`src/rtl/dit_pkg.sv`:
```
package dit_pkg;
    localparam int BYTE_W = 8;
    localparam int ADDR_W = 4;
    localparam int N_TMR  = 2;

    localparam logic [ADDR_W-1:0] A_T1_CNT_LO = 4'h4;
    localparam logic [ADDR_W-1:0] A_T1_CNT_HI = 4'h5;
    localparam logic [ADDR_W-1:0] A_T1_LAT_LO = 4'h6;
    localparam logic [ADDR_W-1:0] A_T1_LAT_HI = 4'h7;
    localparam logic [ADDR_W-1:0] A_T2_CNT_LO = 4'h8;
    localparam logic [ADDR_W-1:0] A_T2_CNT_HI = 4'h9;

    // per-timer strobes produced by the decoder
    typedef struct packed {
        logic wr_lat_lo;
        logic wr_lat_hi;
        logic start;
        logic rd_cnt_lo;
        logic rd_cnt_hi;
        logic rd_lat_lo;
        logic rd_lat_hi;
    } tmr_ctl_t;
endpackage

```
`src/rtl/dit_decode.sv`:
```
module dit_decode
    import dit_pkg::*;
(
    input  logic                           wr_en,
    input  logic                           rd_en,
    input  logic [ADDR_W-1:0]              addr,
    output tmr_ctl_t [N_TMR-1:0]           ctl_o,
    output logic     [N_TMR-1:0]           clr_o
);
    always_comb begin
        ctl_o = '0;
        // first timer: separate counter and latch offsets
        ctl_o[0].wr_lat_lo = wr_en && (addr == A_T1_CNT_LO || addr == A_T1_LAT_LO);
        ctl_o[0].wr_lat_hi = wr_en && (addr == A_T1_LAT_HI);
        ctl_o[0].start     = wr_en && (addr == A_T1_CNT_HI);
        ctl_o[0].rd_cnt_lo = rd_en && (addr == A_T1_CNT_LO);
        ctl_o[0].rd_cnt_hi = rd_en && (addr == A_T1_CNT_HI);
        ctl_o[0].rd_lat_lo = rd_en && (addr == A_T1_LAT_LO);
        ctl_o[0].rd_lat_hi = rd_en && (addr == A_T1_LAT_HI);
        // second timer: counter offsets only
        ctl_o[1].wr_lat_lo = wr_en && (addr == A_T2_CNT_LO);
        ctl_o[1].start     = wr_en && (addr == A_T2_CNT_HI);
        ctl_o[1].rd_cnt_lo = rd_en && (addr == A_T2_CNT_LO);
        ctl_o[1].rd_cnt_hi = rd_en && (addr == A_T2_CNT_HI);
        // flag clear on low counter byte reads
        clr_o[0] = ctl_o[0].rd_cnt_lo;
        clr_o[1] = ctl_o[1].rd_cnt_lo;
    end
endmodule

```
`src/rtl/dit_counter.sv`:
```
module dit_counter
    import dit_pkg::*;
#(
    parameter int BW         = 8,
    parameter bit CAN_RELOAD = 1'b1
) (
    input  logic          clk,
    input  logic          rst_n,
    input  logic          tick,
    input  logic          free_run,
    input  tmr_ctl_t      ctl,
    input  logic [BW-1:0] wdata,
    output logic [BW-1:0] rdata_o,
    output logic          tmo_o
);
    localparam int CNT_W = 2 * BW;

    typedef struct packed {
        logic [CNT_W-1:0] cnt;
        logic [CNT_W-1:0] lat;
        logic             armed;
    } cnt_st_t;

    cnt_st_t st_d, st_q;
    logic    reload_en;

    assign reload_en = free_run && CAN_RELOAD;

    always_comb begin
        st_d  = st_q;
        tmo_o = 1'b0;
        if (ctl.wr_lat_lo) st_d.lat[BW-1:0] = wdata;
        if (ctl.wr_lat_hi || ctl.start) st_d.lat[CNT_W-1:BW] = wdata;
        if (ctl.start) begin
            // load wins over any tick in the same cycle
            st_d.cnt   = {wdata, st_q.lat[BW-1:0]};
            st_d.armed = 1'b1;
        end else if (tick && st_q.armed) begin
            if (reload_en) begin
                if (st_q.cnt <= CNT_W'(1)) begin
                    st_d.cnt = st_q.lat;
                    tmo_o    = 1'b1;
                end else begin
                    st_d.cnt = st_q.cnt - CNT_W'(1);
                end
            end else if (st_q.cnt == '0) begin
                tmo_o      = 1'b1;
                st_d.armed = 1'b0;
            end else begin
                st_d.cnt = st_q.cnt - CNT_W'(1);
            end
        end
    end

    always_ff @(posedge clk or negedge rst_n) begin
        if (!rst_n) begin
            st_q.cnt   <= '1;
            st_q.lat   <= '0;
            st_q.armed <= 1'b0;
        end else begin
            st_q <= st_d;
        end
    end

    assign rdata_o = ({BW{ctl.rd_cnt_lo}} & st_q.cnt[BW-1:0])
                   | ({BW{ctl.rd_cnt_hi}} & st_q.cnt[CNT_W-1:BW])
                   | ({BW{ctl.rd_lat_lo}} & st_q.lat[BW-1:0])
                   | ({BW{ctl.rd_lat_hi}} & st_q.lat[CNT_W-1:BW]);
endmodule

```
`src/rtl/dual_interval_timer.sv`:
```
module dual_interval_timer
    import dit_pkg::*;
(
    input  logic              clk,
    input  logic              rst_n,
    input  logic              tick,
    input  logic              wr_en,
    input  logic              rd_en,
    input  logic [ADDR_W-1:0] addr,
    input  logic [BYTE_W-1:0] wdata,
    input  logic              t1_autoreload,
    input  logic              t1_pin_toggle,
    output logic [BYTE_W-1:0] rdata,
    output logic              t1_flag,
    output logic              t2_flag,
    output logic              wave_out
);
    typedef struct packed {
        logic [N_TMR-1:0] flag;
        logic             wave;
    } top_st_t;

    tmr_ctl_t [N_TMR-1:0]             ctl;
    logic     [N_TMR-1:0]             clr;
    logic     [N_TMR-1:0]             tmo;
    logic     [N_TMR-1:0][BYTE_W-1:0] rd_part;
    top_st_t                          st_d, st_q;

    dit_decode u_decode (
        .wr_en (wr_en),
        .rd_en (rd_en),
        .addr  (addr),
        .ctl_o (ctl),
        .clr_o (clr)
    );

    for (genvar i = 0; i < N_TMR; i++) begin : g_tmr
        dit_counter #(
            .BW         (BYTE_W),
            .CAN_RELOAD (i == 0)
        ) u_cnt (
            .clk      (clk),
            .rst_n    (rst_n),
            .tick     (tick),
            .free_run (t1_autoreload),
            .ctl      (ctl[i]),
            .wdata    (wdata),
            .rdata_o  (rd_part[i]),
            .tmo_o    (tmo[i])
        );
    end

    always_comb begin
        st_d = st_q;
        for (int i = 0; i < N_TMR; i++) begin
            // a timeout in the same cycle beats the clear
            st_d.flag[i] = (st_q.flag[i] & ~clr[i] & ~ctl[i].start) | tmo[i];
        end
        st_d.wave = st_q.wave ^ (tmo[0] & t1_pin_toggle);
        rdata = '0;
        for (int i = 0; i < N_TMR; i++) rdata = rdata | rd_part[i];
    end

    always_ff @(posedge clk or negedge rst_n) begin
        if (!rst_n) st_q <= '0;
        else        st_q <= st_d;
    end

    assign t1_flag  = st_q.flag[0];
    assign t2_flag  = st_q.flag[1];
    assign wave_out = st_q.wave;
endmodule

```
`config.mk`:
```
export PLATFORM = sky130hd
export DESIGN_NAME = dual_interval_timer
export DESIGN_NICKNAME = d
export VERILOG_FILES = /design/src/rtl/dit_pkg.sv /design/src/rtl/dit_decode.sv /design/src/rtl/dit_counter.sv /design/src/rtl/dual_interval_timer.sv
export SDC_FILE = /design/constraint.sdc
export NUM_CORES = 1
export LEC_CHECK = 0
export ABC_AREA = 1
export BUFFER_PORTS_ARGS = -buffer_cell sky130_fd_sc_hd__clkbuf_2
export CAP_MARGIN = 20
export CORE_MARGIN = 2
export CORE_UTILIZATION = 65
export DETAILED_ROUTE_END_ITERATION = 10
export GPL_TIMING_DRIVEN = 1
export PLACE_DENSITY = 0.89
export SKIP_CTS_REPAIR_TIMING = 1
export SLEW_MARGIN = 20
export SYNTH_ARGS = -nofsm -noshare
export SYNTH_HDL_FRONTEND = slang
export SYNTH_SLANG_ARGS = --single-unit
```
`constraint.sdc`:
```
create_clock -name clk -period 3.3 [get_ports clk]
set_clock_uncertainty 0.15 [all_clocks]
set_input_delay 0.165 -clock clk [delete_from_list [all_inputs] [get_ports clk]]
set_output_delay 0.165 -clock clk [all_outputs]
set_load 0.01 [all_outputs]
```
==> flow_summary_export.csv, run 1 <==
group,metric,value,unit
routing,vias,4241,
grt,grt_pass1_wl,17.6,mm
worst_setup_path,worst_path_largest_cell_delay,0.43,ns
timing,drv_slew,0,
worst_setup_path,crit_chain,"inv_1 -> ha_1 -> nor2_1 -> nor2_1 -> nand3_2 -> nand2_1 -> nand2_1 -> nand3_1 -> nand2_1",
place,numPortBuffers,29,
power,vdd_drop_max,544,uV
routing,drt-wirelength-per-cell,15.4,microns
worst_setup_path,cp_top_family,"simple AND/OR/NAND/NOR gates",
worst_setup_path,critPathBufInv,1,
die,rows,28,
timing,fin_ws,0.938,ns
place,place_ws,1.02,ns
synth,post-synth-top-area-fraction,21.0,%
timing,post-route-period-util,71.6,%
synth,synth_area_leaders,"dfstp_2 (21%), nand2_1 (19%), dfrtp_1 (18%)",
routing,drt_iter0_markers,480,
min_path,hold_path.class,"in -> reg",
grt,grt_usage,34.5,%
worst_setup_path,endpoint_kind,"register",
grt,gr-total-overflow,0,
run,drv_cap,0,
clock_tree,clkSinkCount,61,
power,cellLeakagePower,2.32,nW
die,core-area,5920,sq um
routing,avgViaCountPerCell,5.88,
clock_tree,cts_tree,"yes",
clock_tree,clk_path_buf_depth,2,
worst_setup_path,required,3.42,ns
die,die_h,82.5,microns
die,die_width,82.5,microns
worst_setup_path,cpMostUsedCell,"nand2_1",
die,dieArea,6810,sq um
clock_tree,clkLatencyLatePin,0.34,ns
grt,antenna_found_initial,0,
worst_setup_path,crit_slowest_cell,"nand3_2",
synth,synth_nets,632,
die,io-pin-count,30,
timing,rsz0062_at_grt,"false",
timing,maxSlewHeadroom,59.4,%
die,start_util,67.6,%
clock_tree,path_clk_slew,0.08,ns
synth,ys_ff_latch,61,
synth,ys_seq_area_share,39.1,%
layout,drive_gt1_share,14.9,%
worst_setup_path,path_class,"reg -> reg",
status,outcome,"finished, final reports clean",
power,power.density,829,nW/um^2
clock_tree,ctsRootBufferMaster,"clkbuf_8",
worst_setup_path,critical_path_peak_fanout,24,
timing,min_period,2.36,ns
routing,postRouteAntennaNets,0,
place,dpl.hpwl,7.87,mm
timing,finalHoldViolations,0,
routing,drc_errors,0,
clock_tree,cts_made_buffers,9,
synth,postSynthCellCount,609,
routing,totalWireLength,11.1,mm
synth,synth_area,4010,sq um
routing,drt_first_pass_iters,6,
timing,tns,0,ns
timing,setup_viol,0,
worst_setup_path,startpoint_type,"register",
layout,utilization,75.3,%
worst_setup_path,arrival,2.49,ns
layout,fin_nets,664,
timing,worst_pin_slew,0.607,ns
synth,synth.distinct_cells,32,
grt,grt_start_max_net_pins,47,
layout,diodes,0,
place,gp_congestion,0.970,
timing,max_freq,423,MHz
clock_tree,htree_levels,3,
synth,synth_top_area_cell,"dfstp_2",
layout,syn_to_final_growth,11.3,%
synth,yosys_warnings,0,
grt,grt_pass1_vias,3639,
synth,postSynthAreaPerCell,6.58,sq um
power breakdown:
part	total (mW)	internal, mW	switching, mW
clock	0.756	0.453	0.303
sequential	1.40	1.13	0.274
combinational	1.54	0.524	1.01
placed cells by master (no fill, tap or decap):
master         netlist  routed
dfstp_2             32      32
o22ai_1             14      14
bufinv_16            0       1
a21oi_2              1       1
inv_2                3       3
nor2_2               3       3
nand3_2              1       1
o31ai_1              1       1
dfrtp_1             29      29
clkbuf_8             0      14
nor2_1              92      92
clkinvlp_4           0       1
nand2_1            200     200
nand2_2              3       3
buf_4                0       1
a21oi_1             16      16
nand3_1             58      58
ha_1                 4       4
inv_1               71      71
o22a_1               2       2
o21ai_0             39      39
o21ai_4              1       1
o21ai_1              4       4
nand3b_1             1       1
or2_2                3       3
a31oi_1              1       1
nand3_4              1       1
clkbuf_2             0      29
buf_12               0       1
nor2_4               1       1
dlygate4sd3_1        0       3
xor2_1               5       5
nand4_1              9       9
o211ai_1             1       1
state kept, by name, indices dropped and copies added (netlist names):
signal	flops
t1_flag	1
wave_out	1
g_tmr.u_cnt.st_q	58
t2_flag	1
cell families after synthesis:
group                      count (synthesis)  share of synthesized area (%)
AOI/OAI and AO/OA                         80                           11.2
xor gates and xnor gates                   5                           1.09
adders and majority gates                  4                           1.25
buffers and inverters                     87                           8.81
DFF                                       61                           39.1
and+or+nand+nor                          372                           38.6
stage by stage:
step / power [mW] / hold slack [ns] / cells / cell area (sq um)
floorplan: 2.50 / -0.281 / 609 / 4010
global placement: 2.82 / -0.0356 / 702 / 4200
detailed placement: 2.87 / -0.0305 / 702 / 4200
CTS: 3.64 / -0.386 / 718 / 4430
global route: 3.95 / 0.0584 / 721 / 4460
finish: 3.70 / 0.00629 / 721 / 4460
cell usage after synthesis (all sizes together):
cell and number:
dfstp 32, xor2 5, inv 74, o22a 2
a21oi 17, o21ai 44, o22ai 14, dfrtp 29
or2 3, nand3 60, buf 9, a31oi 1
o211ai 1, nand4 9, nand3b 1, ha 4
nor2 96, clkbuf 4, nand2 203, o31ai 1
area by class of cell:
type	count	area [sq um]
clock buffer	14	193
sequential	61	1570
inverter	74	278
tap	75	93.8
timing repair buffer	34	203
fill	451	1460
multi-input combinational	461	2090
clock inverter	2	37.5
worst paths after layout:
kind / to / startpoint / cells past startpoint / slack [ns]
worst max-delay path: g_tmr[0].u_cnt.st_q[24] / g_tmr[0].u_cnt.st_q[17] / 9 / 0.94
worst min-delay path: g_tmr[1].u_cnt.st_q[27] / wdata[2] / 5 / 0.006
worst max register to register: g_tmr[0].u_cnt.st_q[24] / g_tmr[0].u_cnt.st_q[17] / 9 / 0.94
worst min register to register: g_tmr[0].u_cnt.st_q[18] / g_tmr[0].u_cnt.st_q[18] / 2 / 0.33
max in group asynchronous: g_tmr[0].u_cnt.st_q[32] / rst_n / 3 / 2.20
min in group asynchronous: g_tmr[1].u_cnt.st_q[4] / rst_n / 2 / 0.14
worst reg2reg max path, delay by kind of cell, from the launching register on:
kind          cells  cell delay, ns
fa+ha+maj         1            0.23
buf+inv           1            0.14
flops             1            0.40
simple gates      7            1.37
routing by layer:
layer | global-route usage, % | vias up | wire (microns)
met3 | 5.11 | 32 | 1180
met1 | 52.1 | 1913 | 4830
met2 | 50.2 | 291 | 4870
met4 | 12.3 | 0 | 253
li1 | - | 2005 | -
met5 | 0 | - | 0
No activity file was read; power rests on OpenSTA's default activity.
==> run 2: changes to the inputs <==
--- a/config.mk
+++ b/config.mk
@@ -9,10 +9,10 @@
 export BUFFER_PORTS_ARGS = -buffer_cell sky130_fd_sc_hd__clkbuf_2
 export CAP_MARGIN = 20
 export CORE_MARGIN = 2
-export CORE_UTILIZATION = 65
+export CORE_UTILIZATION = 55
 export DETAILED_ROUTE_END_ITERATION = 10
 export GPL_TIMING_DRIVEN = 1
-export PLACE_DENSITY = 0.89
+export PLACE_DENSITY = 0.81
 export SKIP_CTS_REPAIR_TIMING = 1
 export SLEW_MARGIN = 20
 export SYNTH_ARGS = -nofsm -noshare
==> constraint.sdc (replaced) <==
create_clock -name clk -period 2 [get_ports clk]
set_clock_uncertainty 0.15 [all_clocks]
set_input_delay 0.1 -clock clk [delete_from_list [all_inputs] [get_ports clk]]
set_output_delay 0.1 -clock clk [all_outputs]
set_load 0.01 [all_outputs]
==> flow_summary_export.csv, run 2 (synthesis gave the netlist of run 1 again) <==
group,metric,value,unit
die,die_width,89.3,microns
timing,whs,-0.0347,ns
timing,tns,0,ns
clock_tree,ctsRootBufferMaster,"clkbuf_8",
layout,drive_gt1_share,17.4,%
place,place_ws,0.0562,ns
power,power.density,1310,nW/um^2
layout,final_cell_mix,"nand2_1 (198), nor2_1 (91), inv_1 (71)",
clock_tree,clkSinkCount,61,
routing,drt_first_pass_iters,5,
clock_tree,clk_path_buf_depth,2,
place,gp_congestion,0.958,
layout,largest_reg_flops,58,
place,dpl.hpwl,8.24,mm
clock_tree,htree_levels,3,
timing,fin_ws,0.0881,ns
worst_setup_path,startpoint,"g_tmr[0].u_cnt.st_q[17]",
grt,grt_pass1_vias,3732,
power,cellLeakagePower,2.40,nW
worst_setup_path,endpoint_kind,"register",
layout,seqCellArea,1570,sq um
min_path,hold_path.class,"in -> reg",
clock_tree,cts_made_buffers,9,
die,start_util,56.1,%
timing,min_period,1.91,ns
grt,antenna_found_initial,0,
die,dieArea,7980,sq um
clock_tree,clkLatencyLatePin,0.35,ns
routing,drc_errors,0,
grt,gr-total-overflow,0,
layout,syn_to_final_growth,16.4,%
clock_tree,path_clk_slew,0.07,ns
layout,regMostFlops,"g_tmr.u_cnt.st_q",
worst_setup_path,path_class,"reg -> reg",
timing,worst_pin_slew,0.586,ns
min_path,min_from,"wdata[7]",
worst_setup_path,required,2.13,ns
routing,totalWireLength,11.5,mm
min_path,hold_depth,3,
timing,post-route-period-util,95.6,%
grt,grt_usage,30.4,%
die,die_h,89.3,microns
grt,grt_pass1_wl,18.5,mm
timing,max_freq,523,MHz
routing,postRouteAntennaNets,0,
routing,avgViaCountPerCell,5.50,
routing,drt-wirelength-per-cell,15.0,microns
status,violations,"negative hold slack",
layout,diodes,0,
timing,setup_viol,0,
die,rows,31,
layout,fin_nets,686,
die,core-area,7140,sq um
worst_setup_path,r2r_start,"g_tmr[0].u_cnt.st_q[17]",
power,vdd_drop_max,654,uV
routing,drt_iter0_markers,547,
die,io-pin-count,30,
worst_setup_path,arrival,2.04,ns
timing,drv_slew,0,
place,numPortBuffers,29,
layout,final_common_cell,"nand2_1",
status,outcome,"complete, but fails checks",
worst_setup_path,critical_path_peak_fanout,5,
worst_setup_path,startpoint_type,"register",
timing,finalHoldViolations,5,
layout,multi_input_area,2120,sq um
routing,vias,4216,
worst_setup_path,reg2reg_depth,10,
layout,n_fill_cell,650,
clock_tree,cts_tree,"yes",
timing,maxSlewHeadroom,60.8,%
grt,grt_start_max_net_pins,62,
run,drv_cap,0,
run 2: cell count changes in the layout (fill, tap and decap cells not counted), moves of 2 or more:
cell	delta
clkbuf_8	-3
clkbuf_1	+2
buf_4	+17
nand2_1	-2
dlygate4sd3_1	+3
run 2: final cells by class:
type	count	area share (%)
repair buffers	55	8.16
well taps	99	2.66
inverters	74	6.01
clock inverters	2	0.751
flip-flops and latches	61	33.6
multi-input cells	462	45.4
clock buffers	13	3.41
run 2: power breakdown:
group	total (mW)	switching [mW]	leakage, nW	internal, mW
sequential	2.30	0.443	0.701	1.86
combinational	2.68	1.71	1.60	0.968
clock	1.12	0.487	0.0995	0.636
run 2: worst max-delay path, stage by stage, from the launching register on:
cell	delay, ns
dfstp_2	0.56
inv_1	0.06
buf_4	0.15
ha_1	0.23
nand2_1	0.07
nor2_1	0.06
nand2_2	0.11
o21ai_4	0.10
buf_4	0.18
a21oi_1	0.12
nand2_1	0.06
run 2: through the flow:
stage	utilization, %	total power [mW]	std cells	instance area [sq um]
after floorplan	-	4.13	609	4010
final	65.3	6.11	766	4660
after CTS	63.9	6.00	758	4560
after global placement	61.2	4.78	743	4370
after global routing	65.3	6.59	766	4660
after detailed placement	61.2	4.85	743	4370
run 2: routing by layer:
| metal | vias up | GRT usage [%] | wire [microns] |
|---|---|---|---|
| li1 | 2049 | - | - |
| met3 | 31 | 5.82 | 901 |
| met2 | 229 | 44.8 | 5090 |
| met1 | 1907 | 44.2 | 5170 |
| met4 | 0 | 11.5 | 312 |
| met5 | - | 0 | 0 |
run 2: path summary, 6_finish.rpt:
path	end	slack (ns)
max	g_tmr[0].u_cnt.st_q[30]	0.09
min in group asynchronous	g_tmr[1].u_cnt.st_q[6]	0.15
max in group asynchronous	g_tmr[0].u_cnt.st_q[24]	1.21
min reg2reg	g_tmr[1].u_cnt.st_q[31]	0.33
max reg2reg	g_tmr[0].u_cnt.st_q[30]	0.09
min	g_tmr[1].u_cnt.st_q[8]	-0.03
==> run 3: changes to the inputs <==
--- a/config.mk
+++ b/config.mk
@@ -8,11 +8,13 @@
 export ABC_AREA = 1
 export BUFFER_PORTS_ARGS = -buffer_cell sky130_fd_sc_hd__clkbuf_2
 export CAP_MARGIN = 20
+export CELL_PAD_IN_SITES_DETAIL_PLACEMENT = 1
+export CELL_PAD_IN_SITES_GLOBAL_PLACEMENT = 2
 export CORE_MARGIN = 2
-export CORE_UTILIZATION = 55
+export CORE_UTILIZATION = 30
 export DETAILED_ROUTE_END_ITERATION = 10
 export GPL_TIMING_DRIVEN = 1
-export PLACE_DENSITY = 0.81
+export PLACE_DENSITY = 0.8
 export SKIP_CTS_REPAIR_TIMING = 1
 export SLEW_MARGIN = 20
 export SYNTH_ARGS = -nofsm -noshare
==> flow_summary_export.csv, run 3 (synthesis gave the netlist of run 1 again) <==
group,metric,value,unit
status,outcome,"complete, but fails checks",
status,violations,"negative hold slack",
grt,grt_usage,20.8,%
layout,multi_input_area,2120,sq um
power,cellLeakagePower,2.50,nW
routing,postRouteAntennaNets,0,
clock_tree,cts_made_buffers,9,
clock_tree,clkLatencyLatePin,0.33,ns
layout,largest_reg_flops,58,
layout,final_common_cell,"nand2_1",
grt,antenna_found_initial,0,
layout,instances_no_fill,847,
layout,diodes,0,
clock_tree,path_clk_slew,0.05,ns
worst_setup_path,startpoint_type,"register",
layout,seqCellArea,1570,sq um
grt,grt_start_max_net_pins,62,
grt,met3_usage,3.04,%
layout,utilization,37.8,%
grt,use_met1,30.9,%
routing,vias,4156,
clock_tree,ctsRootBufferMaster,"clkbuf_16",
place,dpl.hpwl,10.5,mm
grt,gr-total-overflow,0,
routing,avgViaCountPerCell,4.91,
routing,drc_errors,0,
clock_tree,cts_tree,"yes",
grt,grt_pass1_wl,23.0,mm
die,io-pin-count,30,
timing,maxSlewHeadroom,62.7,%
worst_setup_path,arrival,1.64,ns
grt,grt_use_met2,31.1,%
timing,post-route-period-util,94.6,%
place,gp_congestion,0.867,
power,total_power,7.03,mW
grt,top_usage_layer,"met2",
die,dieArea,14300,sq um
power,vdd_drop_max,386,uV
layout,regMostFlops,"g_tmr.u_cnt.st_q",
timing,finalHoldViolations,8,
place,numPortBuffers,29,
grt,grt_pass1_vias,4190,
timing,worst_pin_slew,0.558,ns
place,place_inst,827,
timing,whs,-0.0312,ns
layout,syn_to_final_growth,24.0,%
worst_setup_path,critical_path_peak_fanout,5,
worst_setup_path,required,1.75,ns
die,die_h,120,microns
die,die_width,120,microns
clock_tree,clk_path_buf_depth,2,
worst_setup_path,path_class,"reg -> out",
timing,max_freq,529,MHz
power,power.density,1420,nW/um^2
timing,rsz0062_at_grt,"true",
routing,totalWireLength,13.9,mm
timing,setup_viol,0,
min_path,hold_path.class,"in -> reg",
die,rows,42,
layout,fin_nets,689,
worst_setup_path,endpoint_kind,"primary output",
layout,drive_gt1_share,18.9,%
place,dpl_cell_area,4530,sq um
clock_tree,htree_levels,3,
run,drv_cap,0,
timing,drv_slew,0,
timing,min_period,1.89,ns
die,core-area,13100,sq um
timing,tns,0,ns
layout,final_cell_mix,"nand2_1 (197), nor2_1 (89), inv_1 (71)",
layout,n_fill_cell,1711,
layout,fin_area,4960,sq um
die,start_util,30.5,%
routing,drt_iter0_markers,214,
routing,drt-wirelength-per-cell,16.4,microns
clock_tree,clkSinkCount,61,
routing,drt_first_pass_iters,4,
## run 3: per-layer routing
layer,wire [microns],vias to the layer above,share of wire [%]
met1,6940,2003,50
li1,-,2054,-
met5,0,-,0
met4,227,0,1.6
met2,6180,81,45
met3,521,18,3.8
## run 3: where the power goes
group | leakage [nW] | total, mW | switching [mW] | internal, mW
registers | 0.701 | 2.30 | 0.441 | 1.86
logic | 1.63 | 2.82 | 1.80 | 1.02
clock network | 0.176 | 1.90 | 0.585 | 1.32
total | 2.50 | 7.03 | 2.83 | 4.21
## run 3: path summary, 6_finish.rpt
path                                               from                      end  slack, ns  cells after the start
worst min register to register  g_tmr[1].u_cnt.st_q[31]  g_tmr[1].u_cnt.st_q[31]       0.33                      2
worst max register to register  g_tmr[0].u_cnt.st_q[17]  g_tmr[0].u_cnt.st_q[32]       0.11                      9
max in group asynchronous                         rst_n  g_tmr[0].u_cnt.st_q[30]       1.19                      3
worst max-delay path            g_tmr[0].u_cnt.st_q[17]                 rdata[0]       0.11                      6
min in group asynchronous                         rst_n   g_tmr[1].u_cnt.st_q[6]       0.17                      3
worst min-delay path                           wdata[4]  g_tmr[1].u_cnt.st_q[29]      -0.03                      5
## run 3: worst max-delay path, cell delays in order, from the launching register on
cell	delay, ns
dfstp_2	0.57
inv_1	0.07
buf_4	0.15
o22ai_1	0.18
a21oi_1	0.07
nand3_1	0.11
clkbuf_2	0.15
## run 3: cell type report
cell class | count | share of cell area (%)
flip-flops and latches | 61 | 31.6
inverters | 74 | 5.59
multi-input cells | 461 | 42.7
clock buffers | 13 | 5.44
repair buffers | 59 | 8.49
well taps | 176 | 4.44
clock inverters | 3 | 1.81
## run 3: metrics by stage
stage	hold WS (ns)	setup slack (ns)
after floorplan	-0.346	0.237
after global placement	0.000683	0.0568
after detailed placement	0.00312	0.0114
after CTS	-0.351	-0.0200
after global routing	0.00885	-0.0100
final	-0.0312	0.109
